--- config.mk ---
export PLATFORM = sky130hd
export DESIGN_NAME = dev_err_status
export DESIGN_NICKNAME = d
export VERILOG_FILES = /design/src/rtl/dsts_pkg.sv /design/src/rtl/dsts_sev_route.sv /design/src/rtl/dsts_cfg_port.sv /design/src/rtl/dsts_sticky.sv /design/src/rtl/dev_err_status.sv
export SDC_FILE = /design/constraint.sdc
export NUM_CORES = 1
export LEC_CHECK = 0
export BUFFER_PORTS_ARGS = -buffer_cell sky130_fd_sc_hd__buf_4
export CAP_MARGIN = 20
export CORE_MARGIN = 2
export CORE_UTILIZATION = 30
export CTS_BUF_LIST = sky130_fd_sc_hd__clkbuf_2 sky130_fd_sc_hd__clkbuf_4 sky130_fd_sc_hd__clkbuf_8
export CTS_CLUSTER_DIAMETER = 80
export CTS_CLUSTER_SIZE = 28
export DETAILED_ROUTE_END_ITERATION = 6
export PLACE_DENSITY = 0.77
export REMOVE_ABC_BUFFERS = 1
export SLEW_MARGIN = 10
export SYNTH_ARGS = -nofsm -noshare
export SYNTH_HDL_FRONTEND = slang
export SYNTH_HIERARCHICAL = 1
export SYNTH_SLANG_ARGS = --single-unit
export TNS_END_PERCENT = 10
--- constraint.sdc ---
create_clock -name clk -period 3.45 [get_ports clk]
set_clock_uncertainty 0.05 [all_clocks]
set_input_delay 1.035 -clock clk [delete_from_list [all_inputs] [get_ports clk]]
set_output_delay 1.035 -clock clk [all_outputs]
set_load 0.005 [all_outputs]
--- src/rtl/dsts_pkg.sv ---
package dsts_pkg;
   localparam int unsigned REG_W    = 16;
   localparam int unsigned NUM_ERR  = 4;
   localparam int unsigned BIT_CORR = 0;
   localparam int unsigned BIT_NF   = 1;
   localparam int unsigned BIT_FAT  = 2;
   localparam int unsigned BIT_UR   = 3;
   localparam int unsigned BIT_PEND = 5;

   typedef struct packed {
      logic ur;
      logic fatal;
      logic nonfatal;
      logic corr;
   } err_vec_t;
endpackage

--- src/rtl/dsts_sev_route.sv ---
module dsts_sev_route
   import dsts_pkg::*;
(
   input  logic     ev_corr,
   input  logic     ev_nonfatal,
   input  logic     ev_fatal,
   input  logic     ev_unsup,
   input  logic     unsup_is_fatal,
   output err_vec_t set_vec
);
   always_comb begin
      set_vec.corr     = ev_corr;
      set_vec.nonfatal = ev_nonfatal | (ev_unsup & ~unsup_is_fatal);
      set_vec.fatal    = ev_fatal    | (ev_unsup &  unsup_is_fatal);
      set_vec.ur       = ev_unsup;
   end
endmodule

--- src/rtl/dsts_cfg_port.sv ---
module dsts_cfg_port
   import dsts_pkg::*;
#(
   parameter int unsigned ADDR_W     = 12,
   parameter int unsigned REG_OFFSET = 'hAA
)(
   input  logic [ADDR_W-1:0]  cfg_addr,
   input  logic               cfg_rd,
   input  logic               cfg_wr,
   input  logic [1:0]         cfg_be,
   input  logic [REG_W-1:0]   cfg_wdata,
   output logic               rd_act,
   output logic [NUM_ERR-1:0] clr_mask
);
   localparam logic [ADDR_W-1:0] OFF_A = REG_OFFSET[ADDR_W-1:0];

   generate
      if (REG_OFFSET % 2 != 0) begin : g_bad_align
         $error("dsts_cfg_port: REG_OFFSET must be 2-byte aligned");
      end
      if (ADDR_W < 2 || ADDR_W > 31 || REG_OFFSET >= (1 << ADDR_W)) begin : g_bad_range
         $error("dsts_cfg_port: REG_OFFSET does not fit ADDR_W");
      end
   endgenerate

   logic hit;
   assign hit      = (cfg_addr[ADDR_W-1:1] == OFF_A[ADDR_W-1:1]);
   assign rd_act   = cfg_rd & hit;
   assign clr_mask = (cfg_wr && hit && cfg_be[0]) ? cfg_wdata[NUM_ERR-1:0] : '0;
endmodule

--- src/rtl/dsts_sticky.sv ---
module dsts_sticky #(
   parameter bit SET_WINS = 1'b1
)(
   input  logic clk,
   input  logic rst,
   input  logic set_i,
   input  logic clr_i,
   output logic q
);
   generate
      if (SET_WINS) begin : g_set_wins
         always_ff @(posedge clk) begin
            if (rst) q <= 1'b0;
            else     q <= set_i | (q & ~clr_i);
         end
         a_r7_set_beats_clear: assert property (@(posedge clk) disable iff (rst)
            (set_i && clr_i) |=> q);
         a_r4_set_lands: assert property (@(posedge clk) disable iff (rst)
            set_i |=> q);
      end else begin : g_clr_wins
         always_ff @(posedge clk) begin
            if (rst) q <= 1'b0;
            else     q <= (q | set_i) & ~clr_i;
         end
      end
   endgenerate

   a_r5_clear_drops: assert property (@(posedge clk) disable iff (rst)
      (clr_i && !set_i) |=> !q);
   a_r4_holds: assert property (@(posedge clk) disable iff (rst)
      (!set_i && !clr_i) |=> $stable(q));
endmodule

--- src/rtl/dev_err_status.sv ---
module dev_err_status
   import dsts_pkg::*;
#(
   parameter int unsigned ADDR_W     = 12,
   parameter int unsigned REG_OFFSET = 'hAA,
   parameter bit          SET_WINS   = 1'b1
)(
   input  logic              clk,
   input  logic              rst,
   input  logic [ADDR_W-1:0] cfg_addr,
   input  logic              cfg_rd,
   input  logic              cfg_wr,
   input  logic [1:0]        cfg_be,
   input  logic [REG_W-1:0]  cfg_wdata,
   output logic [REG_W-1:0]  cfg_rdata,
   input  logic              ev_corr,
   input  logic              ev_nonfatal,
   input  logic              ev_fatal,
   input  logic              ev_unsup,
   input  logic              unsup_is_fatal,
   input  logic              txn_pending
);
   err_vec_t           set_vec;
   logic [NUM_ERR-1:0] clr_mask;
   logic [NUM_ERR-1:0] err_q;
   logic               rd_act;
   logic [REG_W-1:0]   reg_val;

   dsts_sev_route u_route (
      .ev_corr        (ev_corr),
      .ev_nonfatal    (ev_nonfatal),
      .ev_fatal       (ev_fatal),
      .ev_unsup       (ev_unsup),
      .unsup_is_fatal (unsup_is_fatal),
      .set_vec        (set_vec)
   );

   dsts_cfg_port #(.ADDR_W(ADDR_W), .REG_OFFSET(REG_OFFSET)) u_port (
      .cfg_addr  (cfg_addr),
      .cfg_rd    (cfg_rd),
      .cfg_wr    (cfg_wr),
      .cfg_be    (cfg_be),
      .cfg_wdata (cfg_wdata),
      .rd_act    (rd_act),
      .clr_mask  (clr_mask)
   );

   generate
      for (genvar i = 0; i < NUM_ERR; i++) begin : g_flag
         dsts_sticky #(.SET_WINS(SET_WINS)) u_flag (
            .clk   (clk),
            .rst   (rst),
            .set_i (set_vec[i]),
            .clr_i (clr_mask[i]),
            .q     (err_q[i])
         );
      end
   endgenerate

   always_comb begin
      reg_val                   = '0;
      reg_val[NUM_ERR-1:0]      = err_q;
      reg_val[BIT_PEND]         = txn_pending;
   end

   assign cfg_rdata = rd_act ? reg_val : '0;

   a_r1_reset_clears: assert property (@(posedge clk)
      rst |=> (err_q == '0));
   a_r2_reserved_zero: assert property (@(posedge clk) disable iff (rst)
      (cfg_rdata[REG_W-1:6] == '0) && (cfg_rdata[4] == 1'b0));
   a_r3_pending_live: assert property (@(posedge clk) disable iff (rst)
      (cfg_rd && cfg_rdata != '0) |-> (cfg_rdata[BIT_PEND] == txn_pending));
   a_r6_ur_fatal: assert property (@(posedge clk) disable iff (rst)
      (ev_unsup && unsup_is_fatal) |=> (err_q[BIT_FAT] && err_q[BIT_UR]));
   a_r6_ur_nonfatal: assert property (@(posedge clk) disable iff (rst)
      (ev_unsup && !unsup_is_fatal) |=> (err_q[BIT_NF] && err_q[BIT_UR]));
   a_r8_idle_zero: assert property (@(posedge clk) disable iff (rst)
      !cfg_rd |-> (cfg_rdata == '0));
endmodule

[Yosys cells after proc, flatten, opt, wreduce, memory -nomap -nowiden]
Cells that the tools add are included.
Storage, ports and cells
  output and inout port bits: 16
  register bits: 4
  input port bits: 40
  logic and storage cells: 27
Operators by class
  bitwise operators: 18
  equality and inequality tests: 1
  reduce and logical (&&, ||, !) cells: 2
  mux-type cells: 2
Operator list (count)
  $eq A11 B7 Y1 const B: 1
  $and A1 B1 Y1: 7
  $mux W6: 1
  $or A1 B1 Y1: 6
  $not A1 Y1: 5
  $mux W4: 1
  $logic_and A1 B1 Y1: 2

[Logic depth before layout (Yosys ltp)]
  word-level depth: 7
  gate-level depth with buffers: 4
  depth with buffers taken out: 4

[Hierarchy]
Netlist, hierarchy kept.
By module, submodules not included
  dsts_sticky: area each 38.8 µm², cells each 4, times used 4
  dev_err_status: area each 117.6 µm², cells each 17, times used 1
  dsts_cfg_port: area each 88.8 µm², cells each 13, times used 1
  dsts_sev_route: area each 35.0 µm², cells each 5, times used 1

[Least setup slack after synthesis]
Ideal clock, no wire load.
  kind: in2out
  start point: input port cfg_addr[9]
  end point: output port cfg_rdata[0]
  path slack: 0.194 ns
  arrival: 2.171 ns
  data required time: 2.365 ns
  stages on the path: 3
  buffers on the path: 0
  cells stage by stage: or4b_4 > nor4_1 > and2_1
Between the ends
  longest elaborated chain between the ends: 3
RTL lines
  from (decl): RTL line dev_err_status.sv:10  | input logic [ADDR_W-1:0] cfg_addr,
  $eq A11 B7 Y1: RTL line dsts_cfg_port.sv:27  | assign hit = (cfg_addr[ADDR_W-1:1] == OFF_A[ADDR_W-1:1]);
  $and A1 B1 Y1: RTL line dsts_cfg_port.sv:28  | assign rd_act = cfg_rd & hit;
  named net rd_act: RTL line dev_err_status.sv:26  | logic rd_act;
  $mux W6: RTL line dev_err_status.sv:66  | assign cfg_rdata = rd_act ? reg_val : '0;
  to (decl): RTL line dev_err_status.sv:15  | output logic [REG_W-1:0] cfg_rdata,
The timed path passes the listed nets, and every way through them passes these cells.

[Worst setup path after layout]
  start point: input port cfg_addr[9]
  end point: output port cfg_rdata[2]
The elaborated chain is that of the path after synthesis.

==> flow_summary.yaml <==
global_routing:
  grt_pass1_wl_mm: 1.35
  grt_pass1_vias: 366
  grt_usage_pct: 13.1
  grt_max_degree: 6
  grt_overflow: 0
  antenna_found_initial: 0
timing:
  timing.final.crit_period_ns: 3.41
  fin_ws_ns: 0.0392
  timing.final.crit_share_pct: 98.9
  fin_tns_setup_ns: 0
  hold_violations: 0
  setup_viol: 0
  max_freq_mhz: 293
  timing.hold.ws_ns: 0.429
  drv_slew: 0
die:
  coreArea_mm2: 0.00127
  die_h_um: 40.4
  die_area_mm2: 0.00163
  design.portCount: 56
  die_w_um: 40.4
  start_util_pct: 31.3
  core.rowCount: 13
clock_tree:
  ctsLongestPathBuffers: 2
  cts-buffers-inserted: 3
  clock-root-buffer: "clkbuf_4"
  cts_setup_buffers: 0
  clk_latency_ns: 0.23
  h-tree-depth: 1
  cts_tree: "yes"
  clock-sinks: 4
  cts_resized: 0
  path_clk_slew_ns: 0.04
  ctsHoldBuffers: 0
critical_path:
  path_class: "primary input to primary output"
  arrival_ns: 2.33
  cp.required_ns: 2.36
  worst-path-max-fanout: 5
  end_kind: "primary output"
  crit_path_start_kind: "primary input"
synth:
  ys_top_cells_by_area: "buf_4, dfxtp_1, a21oi_2"
  ys_ff_latch: 4
  synth_common_cells: "buf_4, inv_1, and2_1, nor4_1"
  async_reset_ff_share_pct: 0
  synthFlopType: "dfxtp_1"
  syn-cell-area_um2: 397
  synth_edf_count: 0
  synth_cells: 51
  syn_avg_cell_area_um2: 7.78
  yosysUniqueCellTypes: 14
  yosysMostFrequentCell: "buf_4"
  netlist.area_leader.share_pct: 24.6
  yosysTopAreaCell: "buf_4"
  ys_seq_area_share_pct: 20.2
  yosys_warnings: 6
placement:
  placed_area_um2: 596
  hpwl_um: 802
  dp_slack_ns: 0.0355
  portBuffers: 30
  gp_congestion: 0.700
pwr:
  vdd_drop_max_uv: 98.8
  p_leak_nw: 0.331
  power_density_mw_per_mm2: 239
routing:
  drc: 0
  drtPass1Iterations: 2
  dr.first_iter.drc_count: 1
  wl_per_cell_um: 10.1
  vias_per_cell: 4.28
  routed_wl_um: 991
  via_count: 419
  drtAntennaViolNets: 0
final_layout:
  syn2layout_area_growth_pct: 57.4
  largest_reg_flops: 4
  final_util_pct: 49.2
  n_antenna_cell: 0
  stdcell_area_um2: 624
  drive_gt1_share_pct: 51.8
  reg_top3: "g_flag.u_flag/q: 4 flops"
  num-nets-final: 125
  regMostFlops: "g_flag.u_flag/q"
run:
  cap_viol_max_count: 0
outcome:
  status: "complete, no violations"
hold_path:
  hp-class: "register to register"
==> area by class of cell <==
class	instances	area (µm²)
Multi-Input combinational cell	38	240
Inverter	6	22.5
Tap cell	15	18.8
Sequential cell	4	80.1
Timing Repair Buffer	32	240
Clock buffer	3	22.5
Fill cell	128	644
==> cell families after synthesis <==
group / Yosys count / share of synthesized area (%)
simple gates: 21 / 35.6
other cells: 1 / 0.945
compound gates: 6 / 12.9
buf+inv: 19 / 30.3
flops: 4 / 20.2
==> metal layers <==
metal / share of wire [%] / GRT usage (%) / wire length (µm)
met1: 28 / 9.77 / 280
met4: 0 / 7.50 / 0
met3: 12 / 5.56 / 117
met5: 0 / 0 / 0
met2: 60 / 26.6 / 593
==> where the power goes <==
group	internal, W	switching (W)
registers	0.0000500	0.00000151
logic	0.0000243	0.0000152
clock network	0.0000389	0.0000192
total	0.000113	0.0000360
==> path summary, 6_finish.rpt <==
kind                                 startpoint                            end  slack, ns  cells after the start
setup / recovery                    cfg_addr[9]                   cfg_rdata[2]       0.04                      6
hold / removal    g_flag[0].u_flag/q$_SDFF_PP0_  g_flag[0].u_flag/q$_SDFF_PP0_       0.43                      2
setup reg to reg  g_flag[1].u_flag/q$_SDFF_PP0_  g_flag[1].u_flag/q$_SDFF_PP0_       2.82                      2
hold reg to reg   g_flag[0].u_flag/q$_SDFF_PP0_  g_flag[0].u_flag/q$_SDFF_PP0_       0.43                      2
==> cells in the final DEF, fill, tap and decap left out, drive strengths merged <==
master / n
a21oi: 4
buf: 32
or4b: 1
nand3: 4
nand4bb: 1
dfxtp: 4
nor4: 5
clkbuf: 3
inv: 6
a21o: 2
and2: 5
nand2b: 4
or3b: 1
conb: 11
==> worst max-delay path, stage by stage <==
cell and delay (ns):
buf_4 0.10, or4b_4 0.53, nor4_2 0.26, buf_4 0.17, and2_1 0.12, buf_4 0.10
==> stage by stage <==
stage | power, W | cells
final | 0.000149 | 98
after detailed placement | 0.0000913 | 95
after global placement | 0.0000897 | 95
after floorplan | 0.0000654 | 48
after global routing | 0.000160 | 98
after CTS | 0.000152 | 98
Power figures use the tool's default switching activity.
